===== config.mk =====
export PLATFORM = sky130hd
export DESIGN_NAME = rev_list_init
export DESIGN_NICKNAME = d
export VERILOG_FILES = /design/src/rtl/rlc_pkg.sv /design/src/rtl/rlc_start_gate.sv /design/src/rtl/rlc_hold_timer.sv /design/src/rtl/rlc_walker.sv /design/src/rtl/rev_list_init.sv
export SDC_FILE = /design/constraint.sdc
export NUM_CORES = 1
export LEC_CHECK = 0
export BUFFER_PORTS_ARGS = -buffer_cell sky130_fd_sc_hd__buf_2
export CORE_ASPECT_RATIO = 1.1
export CORE_UTILIZATION = 40
export CTS_CLUSTER_DIAMETER = 30
export DETAILED_ROUTE_END_ITERATION = 6
export PLACE_DENSITY_LB_ADDON = 0.25
export SYNTH_ARGS = -nofsm -noshare
export SYNTH_HDL_FRONTEND = slang
export SYNTH_SLANG_ARGS = --single-unit

===== constraint.sdc =====
create_clock -name clk_i -period 4.3 [get_ports clk_i]
set_input_delay 0.86 -clock clk_i [delete_from_list [all_inputs] [get_ports clk_i]]
set_output_delay 0.86 -clock clk_i [all_outputs]
set_load 0.05 [all_outputs]

===== src/rtl/rlc_pkg.sv =====
package rlc_pkg;
    typedef enum logic [1:0] {
        RLC_IDLE = 2'd0,
        RLC_FILL = 2'd1,
        RLC_HOLD = 2'd2
    } rlc_state_e;
endpackage


===== src/rtl/rlc_start_gate.sv =====
module rlc_start_gate #(
    parameter int CTRL_W = 32,
    parameter int EN_W   = 32,
    parameter int GO_BIT = 24,
    parameter int CHAN   = 6
) (
    input  logic              start_i,
    input  logic [CTRL_W-1:0] ctrl_i,
    input  logic [EN_W-1:0]   chan_en_i,
    output logic              req_o
);
    localparam int EN_BIT = 3 + 4 * CHAN;

    logic unused_bits;
    assign unused_bits = ^{ctrl_i, chan_en_i};

    always_comb begin
        req_o = start_i & ctrl_i[GO_BIT] & chan_en_i[EN_BIT];
    end
endmodule


===== src/rtl/rlc_hold_timer.sv =====
module rlc_hold_timer #(
    parameter int DELAY = 2150
) (
    input  logic clk_i,
    input  logic rst_ni,
    input  logic hold_i,
    output logic expire_o
);
    localparam int TW = (DELAY < 2) ? 1 : $clog2(DELAY + 1);
    localparam logic [TW-1:0] LAST = TW'(DELAY - 1);

    typedef struct packed {
        logic [TW-1:0] cnt;
    } tmr_t;

    tmr_t tmr_d, tmr_q;

    always_comb begin
        tmr_d    = tmr_q;
        expire_o = hold_i && (tmr_q.cnt == LAST);
        if (!hold_i || expire_o) tmr_d.cnt = '0;
        else                     tmr_d.cnt = tmr_q.cnt + TW'(1);
    end

    always_ff @(posedge clk_i) begin
        if (!rst_ni) tmr_q <= '0;
        else         tmr_q <= tmr_d;
    end

    assert_cnt_bound_R8: assert property (@(posedge clk_i) disable iff (!rst_ni)
        hold_i |-> (int'(tmr_q.cnt) < DELAY));

    assert_cnt_rearm_R8: assert property (@(posedge clk_i) disable iff (!rst_ni)
        !hold_i |=> (tmr_q.cnt == '0));
endmodule


===== src/rtl/rlc_walker.sv =====
module rlc_walker
    import rlc_pkg::*;
#(
    parameter int ADDR_W = 24,
    parameter int RAM_AW = 21,
    parameter int CNT_W  = 16,
    parameter int DATA_W = 32
) (
    input  logic              clk_i,
    input  logic              rst_ni,
    input  logic              req_i,
    input  logic [ADDR_W-1:0] base_i,
    input  logic [CNT_W-1:0]  count_i,
    input  logic              expire_i,
    output logic              hold_o,
    output logic              busy_o,
    output logic [RAM_AW-1:0] mem_addr_o,
    output logic [DATA_W-1:0] mem_data_o,
    output logic              mem_we_o
);
    localparam logic [ADDR_W-1:0] RAM_MASK = ADDR_W'((64'd1 << RAM_AW) - 64'd1);
    localparam logic [ADDR_W-1:0] STEP     = ADDR_W'(4);
    localparam logic [ADDR_W-1:0] MARKER   = {ADDR_W{1'b1}};
    localparam int                PAD_W    = DATA_W - ADDR_W;

    typedef struct packed {
        rlc_state_e        st;
        logic [ADDR_W-1:0] ptr;
        logic [CNT_W-1:0]  left;
    } walk_t;

    walk_t walk_d, walk_q;
    logic  last_entry;
    logic [ADDR_W-1:0] link;

    always_comb begin
        walk_d     = walk_q;
        last_entry = (walk_q.left == CNT_W'(1));
        link       = last_entry ? MARKER : (walk_q.ptr - STEP);
        unique case (walk_q.st)
            RLC_IDLE: begin
                if (req_i) begin
                    walk_d.ptr  = base_i & RAM_MASK;
                    walk_d.left = count_i;
                    walk_d.st   = (count_i == '0) ? RLC_HOLD : RLC_FILL;
                end
            end
            RLC_FILL: begin
                walk_d.ptr  = walk_q.ptr - STEP;
                walk_d.left = walk_q.left - CNT_W'(1);
                if (last_entry) walk_d.st = RLC_HOLD;
            end
            RLC_HOLD: begin
                if (expire_i) walk_d.st = RLC_IDLE;
            end
            default: walk_d.st = RLC_IDLE;
        endcase
    end

    always_comb begin
        mem_we_o   = (walk_q.st == RLC_FILL);
        mem_addr_o = walk_q.ptr[RAM_AW-1:0];
        mem_data_o = {{PAD_W{1'b0}}, link};
        hold_o     = (walk_q.st == RLC_HOLD);
        busy_o     = (walk_q.st != RLC_IDLE);
    end

    always_ff @(posedge clk_i) begin
        if (!rst_ni) begin
            walk_q.st   <= RLC_IDLE;
            walk_q.ptr  <= '0;
            walk_q.left <= '0;
        end else begin
            walk_q <= walk_d;
        end
    end

    assert_addr_step_R4: assert property (@(posedge clk_i) disable iff (!rst_ni)
        (mem_we_o && !last_entry) |=> (mem_we_o && walk_q.ptr == $past(walk_q.ptr) - STEP));

    assert_restart_blocked_R9: assert property (@(posedge clk_i) disable iff (!rst_ni)
        (busy_o && walk_q.st != RLC_HOLD) |=> $stable(walk_q.left) || (walk_q.left == $past(walk_q.left) - CNT_W'(1)));

    assert_hold_exit_R8: assert property (@(posedge clk_i) disable iff (!rst_ni)
        (hold_o && expire_i) |=> (walk_q.st == RLC_IDLE));
endmodule


===== src/rtl/rev_list_init.sv =====
module rev_list_init #(
    parameter int ADDR_W     = 24,
    parameter int RAM_AW     = 21,
    parameter int CNT_W      = 16,
    parameter int DATA_W     = 32,
    parameter int CTRL_W     = 32,
    parameter int EN_W       = 32,
    parameter int GO_BIT     = 24,
    parameter int CHAN       = 6,
    parameter int DONE_DELAY = 2150
) (
    input  logic              clk_i,
    input  logic              rst_ni,
    input  logic              start_i,
    input  logic [CTRL_W-1:0] ctrl_i,
    input  logic [EN_W-1:0]   chan_en_i,
    input  logic [ADDR_W-1:0] base_i,
    input  logic [CNT_W-1:0]  count_i,
    output logic [RAM_AW-1:0] mem_addr_o,
    output logic [DATA_W-1:0] mem_data_o,
    output logic              mem_we_o,
    output logic              busy_o,
    output logic              done_o
);
    localparam int EN_BIT = 3 + 4 * CHAN;

    logic req;
    logic hold;
    logic expire;

    rlc_start_gate #(
        .CTRL_W (CTRL_W),
        .EN_W   (EN_W),
        .GO_BIT (GO_BIT),
        .CHAN   (CHAN)
    ) i_gate (
        .start_i   (start_i),
        .ctrl_i    (ctrl_i),
        .chan_en_i (chan_en_i),
        .req_o     (req)
    );

    rlc_walker #(
        .ADDR_W (ADDR_W),
        .RAM_AW (RAM_AW),
        .CNT_W  (CNT_W),
        .DATA_W (DATA_W)
    ) i_walker (
        .clk_i      (clk_i),
        .rst_ni     (rst_ni),
        .req_i      (req),
        .base_i     (base_i),
        .count_i    (count_i),
        .expire_i   (expire),
        .hold_o     (hold),
        .busy_o     (busy_o),
        .mem_addr_o (mem_addr_o),
        .mem_data_o (mem_data_o),
        .mem_we_o   (mem_we_o)
    );

    rlc_hold_timer #(
        .DELAY (DONE_DELAY)
    ) i_timer (
        .clk_i    (clk_i),
        .rst_ni   (rst_ni),
        .hold_i   (hold),
        .expire_o (expire)
    );

    assign done_o = expire;

    assert_accept_cond_R1: assert property (@(posedge clk_i) disable iff (!rst_ni)
        $rose(busy_o) |-> $past(start_i && ctrl_i[GO_BIT] && chan_en_i[EN_BIT]));

    assert_we_in_busy_R9: assert property (@(posedge clk_i) disable iff (!rst_ni)
        mem_we_o |-> busy_o);

    assert_done_single_R8: assert property (@(posedge clk_i) disable iff (!rst_ni)
        done_o |=> (!done_o && !busy_o));

    assert_last_marker_R6: assert property (@(posedge clk_i) disable iff (!rst_ni)
        $fell(mem_we_o) |-> ($past(mem_data_o) == DATA_W'(32'h00FF_FFFF)));

    assert_upper_zero_R5: assert property (@(posedge clk_i) disable iff (!rst_ni)
        mem_we_o |-> (mem_data_o[DATA_W-1:ADDR_W] == '0));
endmodule


==> key figures, run 1 <==
Critical path
  • Reg2Reg Depth: 7
  • CP Launch Point: i_walker.mem_addr_o[2]
  • Crit path max fanout: 7
  • Crit Path Class: flop to primary output
  • Flop2flop setup slack: 1.64 ns
  • Crit path launch type: flop
  • Critical Path RT: about 3.4 ns
  • FF-to-FF Start: i_walker.mem_addr_o[2]
  • Crit. End Element: primary output
  • Worst EP arrival: ~3.0 ns
  • R2R Path End: i_walker.mem_addr_o[16]

Hold path
  • Worst min-delay path class: flop to flop
  • Hold Crit Start: i_walker.mem_addr_o[1]
  • Hold Path End: i_walker.mem_addr_o[1]
  • Hold depth: 2

Clocking
  • Clk_lat worst skew: 0.31 ns
  • TritonCTS Sinks: between 50 and 60
  • H-Tree Depth: 2
  • Post-cts sizing count: 0
  • CTS Buffer Depth: 2
  • Cts hold-fix bufs: 0
  • Setup bufs post-CTS: 0
  • CTS root buffer: clkbuf_8
  • Clock slew at reported path FFs: roughly 0.10 ns
  • CTS Buf Count: 5
  • CTS tree: done

STA
  • Max-slew violation total from the final report: 0
  • Slew @ Worst Pin: 0.9190 ns
  • Worst rel slew slack: 38.67%
  • Setup violators final: 0
  • Fin crit period: 3.900 ns
  • Fmax: ~260 MHz
  • Final Hold Viols: 0
  • Crit share post-route: about nine tenths
  • Unrepaired setup endpoints after global routing: false
  • Setup TNS: 0 ns
  • Clock Skew: 0.01046 ns

Route
  • Drt wl/cell: between 15 and 20 um
  • DRT Wirelength: 9678 um
  • DRC: 0
  • Vias: around 3,500
  • Iteration-0 DRC Markers: 248
  • DRT Pass-1 Iters: 7
  • Via/cell ratio: 5.675
  • Post-DRT Antenna Nets: 0

Floorplan
  • Starting Density: 42.03%
  • Die H: 98.66 um
  • Rows: 34
  • Io pins: 163
  • Core Box Area: 8083 um^2
  • Die X: about 90 um
  • Die area: 8866 um^2

Cells and area
  • Post-route core utilization: 47.49%
  • ANT cells: 0
  • Syn-to-layout area delta: 13.00%
  • Final net count: 613
  • Layout cells sized above 1: 22.51%

Power and ir drop
  • Clock power frac: a little over a fifth
  • Max VDD drop: 0.1460 mV
  • Reg power frac: 34.2%
  • Pleak: 1.645 nW
  • Sw Pwr: a little under 0.0008 W
  • PD cells: 437.9 nW/um^2
  • Sw Ratio: 45.69%
  • Int Pwr: 0.0009129 W
  • Logic pwr share: between 40 and 50%

Placed design
  • Routability cong.: 0.8265
  • Dpl hpwl: 6729 um
  • PortBufs: 89

Logic synthesis
  • Ys async rst share: 0%
  • EDFF count, synth: 0
  • Top cells by area, synth: dfxtp_1 32%, buf_4 6.4%, nand2_1 6.1%
  • Ys flop type: dfxtp_1
  • Mapped Area: 3397 um^2
  • Syn avg cell area: between 7 and 8 um^2
  • Post-Syn Instances: roughly 450
  • Synth top area share: 31.82%
  • Seq/Total Area, Yosys: 31.82%
  • Yosys reg bits: 54
  • Yosys top cell by area: dfxtp_1
  • Ys Warns: 0
  • Netlist cell types: 54

Global routing
  • Initial antenna violation count: 0
  • Vias in the first global route: 3,151
  • Gr usage total: 21.06%
  • Largest net degree at the start of global routing: 40
  • Total gr overflow: 0
  • Global-route wire length before repair: around 15,000 um

Run status
  • Run status: complete, no violations

Job
  • Max-Cap Viols: 0
==> worst max path at each step <==
stage / endpoint / slack (ns) / cells after the start
global placement: mem_data_o[16] / 0.82 / 8
global route: mem_data_o[16] / 0.26 / 8
CTS: mem_data_o[16] / 0.40 / 8
finish: mem_data_o[16] / 0.40 / 8
floorplan: mem_data_o[19] / 1.01 / 7
detailed placement: mem_data_o[16] / 0.75 / 8
==> critical path, stage by stage (launching register included) <==
cell	delay, ns
dfxtp_1	0.38
inv_1	0.08
ha_1	0.23
or4b_1	0.54
or3_2	0.58
nor4_1	0.46
xnor2_1	0.18
nand2_1	0.06
buf_2	0.21
==> final cells by class <==
cell class | instances | area, um^2
clock buffers | 6 | 72.57
clock inverters | 2 | 37.54
fillers | 846 | 4244
inverters | 9 | 33.78
multi-input cells | 336 | 1988
flip-flops and latches | 54 | 1081
well taps | 108 | 135.1
repair buffers | 95 | 490.5
==> cell usage in the layout (no fill, tap or decap), types with 2 or more instances in the layout <==
cell type and instances:
a21oi_1 30, and3_1 6, buf_4 6, o31ai_1 6, nor3_1 18, a221oi_1 5
or4_1 6, o22ai_1 4, nand2_1 55, or2_2 4, nand4b_1 3, or3_1 3
nand2b_1 3, nor2_1 47, nand3_1 9, dfxtp_1 54, a311oi_1 4, o21a_1 5
buf_2 89, o221ai_1 6, nand3b_1 2, nor4_1 10, xnor2_1 18, inv_1 9
a222oi_1 2, clkbuf_8 5, ha_1 5, xor2_1 14, a211oi_1 10, conb_1 8
o211ai_1 5, o32ai_1 3, nand4_1 5, o21ai_0 21, a31oi_1 2
==> through the flow <==
stage | power [W] | instance area (um^2) | hold WS (ns) | setup slack [ns] | instances
2_1_floorplan | 0.001193 | 3423 | 0.4445 | 1.007 | 454
3_3_place_gp | 0.001328 | 3729 | 0.4613 | 0.8192 | 602
3_5_place_dp | 0.001337 | 3729 | 0.4661 | 0.7495 | 602
4_1_cts | 0.001685 | 3839 | 0.4830 | 0.3981 | 610
5_1_grt | 0.001762 | 3839 | 0.5181 | 0.2569 | 610
6_report | 0.001681 | 3839 | 0.4830 | 0.4000 | 610
==> power groups by stage <==
stage | clock [W] | sequential, W | combinational (W)
finish | 0.000349 | 0.000575 | 0.000757
global route | 0.000379 | 0.000580 | 0.000802
CTS | 0.000357 | 0.000573 | 0.000754
detailed placement | 0 | 0.000585 | 0.000752
global placement | 0 | 0.000583 | 0.000745
floorplan | 0 | 0.000572 | 0.000622
==> per-layer routing <==
| metal | share of wire (%) | global-route usage, % |
|---|---|---|
| met1 | 45 | 27.19 |
| met2 | 47 | 37.16 |
| met3 | 6.4 | 3.164 |
| met4 | 0.86 | 4.839 |
| met5 | 0 | 0 |
==> registers in the layout (all words and copies together) (netlist names) <==
register,cells
i_timer.tmr_q,12
i_walker.walk_q,21
i_walker.mem_addr_o,21
==> kinds of logic (layout without fill, tap and decap cells) <==
kind of cell	after synthesis	in the layout	share of synthesized area [%]
buffers and inverters	64	112	10.53
other	1	8	0.1104
DFF	54	54	31.82
and+or+nand+nor	180	180	25.89
AOI/OAI and AO/OA	111	111	21.55
adders and majority gates	5	5	1.842
xor gates and xnor gates	32	32	8.250
==> synthesized netlist by cell type (2+ instances only) <==
cell type	instances
or3_1	3
a211oi_1	10
buf_1	3
or4_1	6
ha_1	5
a31oi_1	2
o21a_1	5
o32ai_1	3
and3_1	6
nand4_1	5
a311oi_1	4
o21ai_0	21
a21oi_1	30
or2_2	4
clkbuf_1	21
a221oi_1	5
nand4b_1	3
a222oi_1	2
nand2b_1	3
nor2_1	47
nor4_1	10
dfxtp_1	54
nand3b_1	2
nand2_1	55
nand3_1	9
o211ai_1	5
xnor2_1	18
inv_1	9
buf_4	29
o31ai_1	6
xor2_1	14
o22ai_1	4
o221ai_1	6
nor3_1	18
(Power assumes the default switching activity.)
==> run 2: changes to the inputs <==
--- a/config.mk
+++ b/config.mk
@@ -8,9 +8,11 @@
 export BUFFER_PORTS_ARGS = -buffer_cell sky130_fd_sc_hd__buf_2
 export CORE_ASPECT_RATIO = 1.1
 export CORE_UTILIZATION = 40
+export CTS_BUF_LIST = sky130_fd_sc_hd__clkbuf_2 sky130_fd_sc_hd__clkbuf_4 sky130_fd_sc_hd__clkbuf_8
 export CTS_CLUSTER_DIAMETER = 30
 export DETAILED_ROUTE_END_ITERATION = 6
 export PLACE_DENSITY_LB_ADDON = 0.25
+export RECOVER_POWER = 100
 export SYNTH_ARGS = -nofsm -noshare
 export SYNTH_HDL_FRONTEND = slang
 export SYNTH_SLANG_ARGS = --single-unit
==> run 2 against run 1 <==
The flow now finishes with violations (max-capacitance violations, max-slew violations). Power is 0.77% lower. Clock power is 2% higher. First-iteration DRC count rose by 6.9%. Register-to-register slack worse by 1.0 ns. Design area is 1.8% lower. Worst setup slack got worse by 0.078 ns. Routed wire length fell by 0.27%. Critical endpoint is now mem_data_o[17].
==> key figures, run 2 (same netlist as run 1, synthesis figures left out) <==
Run status
  • Run status: finished with violations
  • Failing checks: max-capacitance violations, max-slew violations

Placed design
  • DP Cell Count: 602
  • Routability cong.: between 0.8 and 0.9
  • Dpl hpwl: 6729 um
  • Pre-CTS WS: 0.7495 ns
  • PortBufs: 89
  • Placed Area: about 3700 um^2

STA
  • Max-slew violation total from the final report: 40
  • Crit share post-route: 92.52%
  • Clock Skew: 0.01040 ns
  • Slew @ Worst Pin: approximately 1.8 ns
  • Final Hold Viols: 0
  • Worst rel slew slack: -17.76%
  • Fmax: 251.4 MHz
  • Fin crit period: between 3 and 4 ns
  • Unrepaired setup endpoints after global routing: false
  • Setup violators final: 0
  • Setup TNS: 0 ns
  • Setup WS post-layout: roughly 0.32 ns

Clocking
  • Clock slew at reported path FFs: around 0.11 ns
  • Clk_lat worst skew: 0.31 ns
  • TritonCTS Sinks: 54
  • Cts hold-fix bufs: 0
  • CTS root buffer: clkbuf_8
  • CTS Buffer Depth: 2
  • CTS Buf Count: 5
  • CTS tree: done
  • Post-cts sizing count: 0
  • Setup bufs post-CTS: 0
  • H-Tree Depth: 2

Power and ir drop
  • PD cells: ~440 nW/um^2
  • Pleak: 1.469 nW
  • Max VDD drop: 0.1462 mV

Job
  • Max-Cap Viols: 1

Critical path
  • Crit Path Class: flop to primary output
  • Crit path max fanout: 18
  • Flop2flop setup slack: 0.63 ns
  • Worst EP arrival: 3.12 ns
  • Critical Path RT: 3.44 ns
  • Crit path launch type: flop
  • Crit. End Element: primary output

Floorplan
  • Io pins: 163
  • Rows: 34
  • Core Box Area: 8083 um^2
  • Starting Density: 42.03%
  • Die X: between 80 and 90 um
  • Die H: 98.66 um
  • Die area: 8866 um^2

Route
  • Post-DRT Antenna Nets: 0
  • Drt wl/cell: 15.82 um
  • Vias: ~3,400
  • DRC: 0
  • Iteration-0 DRC Markers: roughly 270
  • DRT Wirelength: 9652 um
  • DRT Pass-1 Iters: 5
  • Via/cell ratio: 5.631

Cells and area
  • Final Non-Filler Cells: 610
  • ANT cells: 0
  • Layout fillers: 867
  • Post-route design area: approximately 3800 um^2
  • Final net count: about 600
  • Layout cells sized above 1: 12.95%
  • Most frequent cells in the layout: 55 x nand2_1, 54 x dfxtp_1, 49 x clkbuf_1
  • Most common cell after layout, fill and taps aside: nand2_1
  • Syn-to-layout area delta: 10.94%

Global routing
  • Largest net degree at the start of global routing: 40
  • Initial antenna violation count: 0
  • Gr usage total: a little over a fifth
  • Vias in the first global route: between 3,000 and 4,000
  • Global-route wire length before repair: 15,330 um
  • Total gr overflow: 0

Hold path
  • Worst min-delay path class: flop to flop
run 2: cell types whose count changed in the layout (fill, tap and decap cells not counted):
cell	change
clkbuf_1	+48
buf_4	-5
buf_2	-46
clkbuf_4	+1
clkbuf_2	+2
run 2: metrics by stage:
stage | utilization [%] | hold WS (ns) | power, W
finish | 46.63 | 0.4833 | 0.001668
global route | 46.63 | 0.5193 | 0.001750
CTS | 47.54 | 0.4830 | 0.001691
detailed placement | 46.13 | 0.4661 | 0.001337
global placement | 46.13 | 0.4613 | 0.001328
floorplan | - | 0.4445 | 0.001193
run 2: metal layers:
layer	part of all wire (%)	vias up	wire length [um]	global-route usage [%]
met5	0	-	0	0
met4	0.85	0	82	4.839
met3	5.3	9	509	3.164
met2	48	117	4642	37.16
met1	46	1621	4418	27.19
li1	-	1688	-	-
run 2: critical path, cell delays in order (launching register included):
cell      delay [ns]
dfxtp_1         0.38
or4_1           0.57
nor2_1          0.24
nand4_1         0.41
clkbuf_1        0.50
o211ai_1        0.20
clkbuf_1        0.49
run 2: path summary, 6_finish.rpt:
check / start / endpoint / cells after the start
setup reg to reg: i_walker.walk_q[41] / i_walker.walk_q[3] / 6
hold / removal: i_walker.mem_addr_o[1] / i_walker.mem_addr_o[1] / 2
hold reg to reg: i_walker.mem_addr_o[1] / i_walker.mem_addr_o[1] / 2
setup / recovery: i_walker.walk_q[7] / mem_data_o[17] / 6
run 2: cell type report:
cell class / instances / area [um^2] / area share, %
timing repair buffer: 95 / 416.7 / 11.06
multi-input combinational: 336 / 1988 / 52.76
clock inverter: 2 / 37.54 / 0.9960
inverter: 9 / 33.78 / 0.8964
clock buffer: 6 / 76.32 / 2.025
sequential: 54 / 1081 / 28.69
tap: 108 / 135.1 / 3.586
run 2: where the power goes:
| group | switching [W] | internal (W) |
|---|---|---|
| clock | 0.000177 | 0.000180 |
| sequential | 0.0000442 | 0.000531 |
| combinational | 0.000551 | 0.000185 |
| total | 0.000772 | 0.000896 |
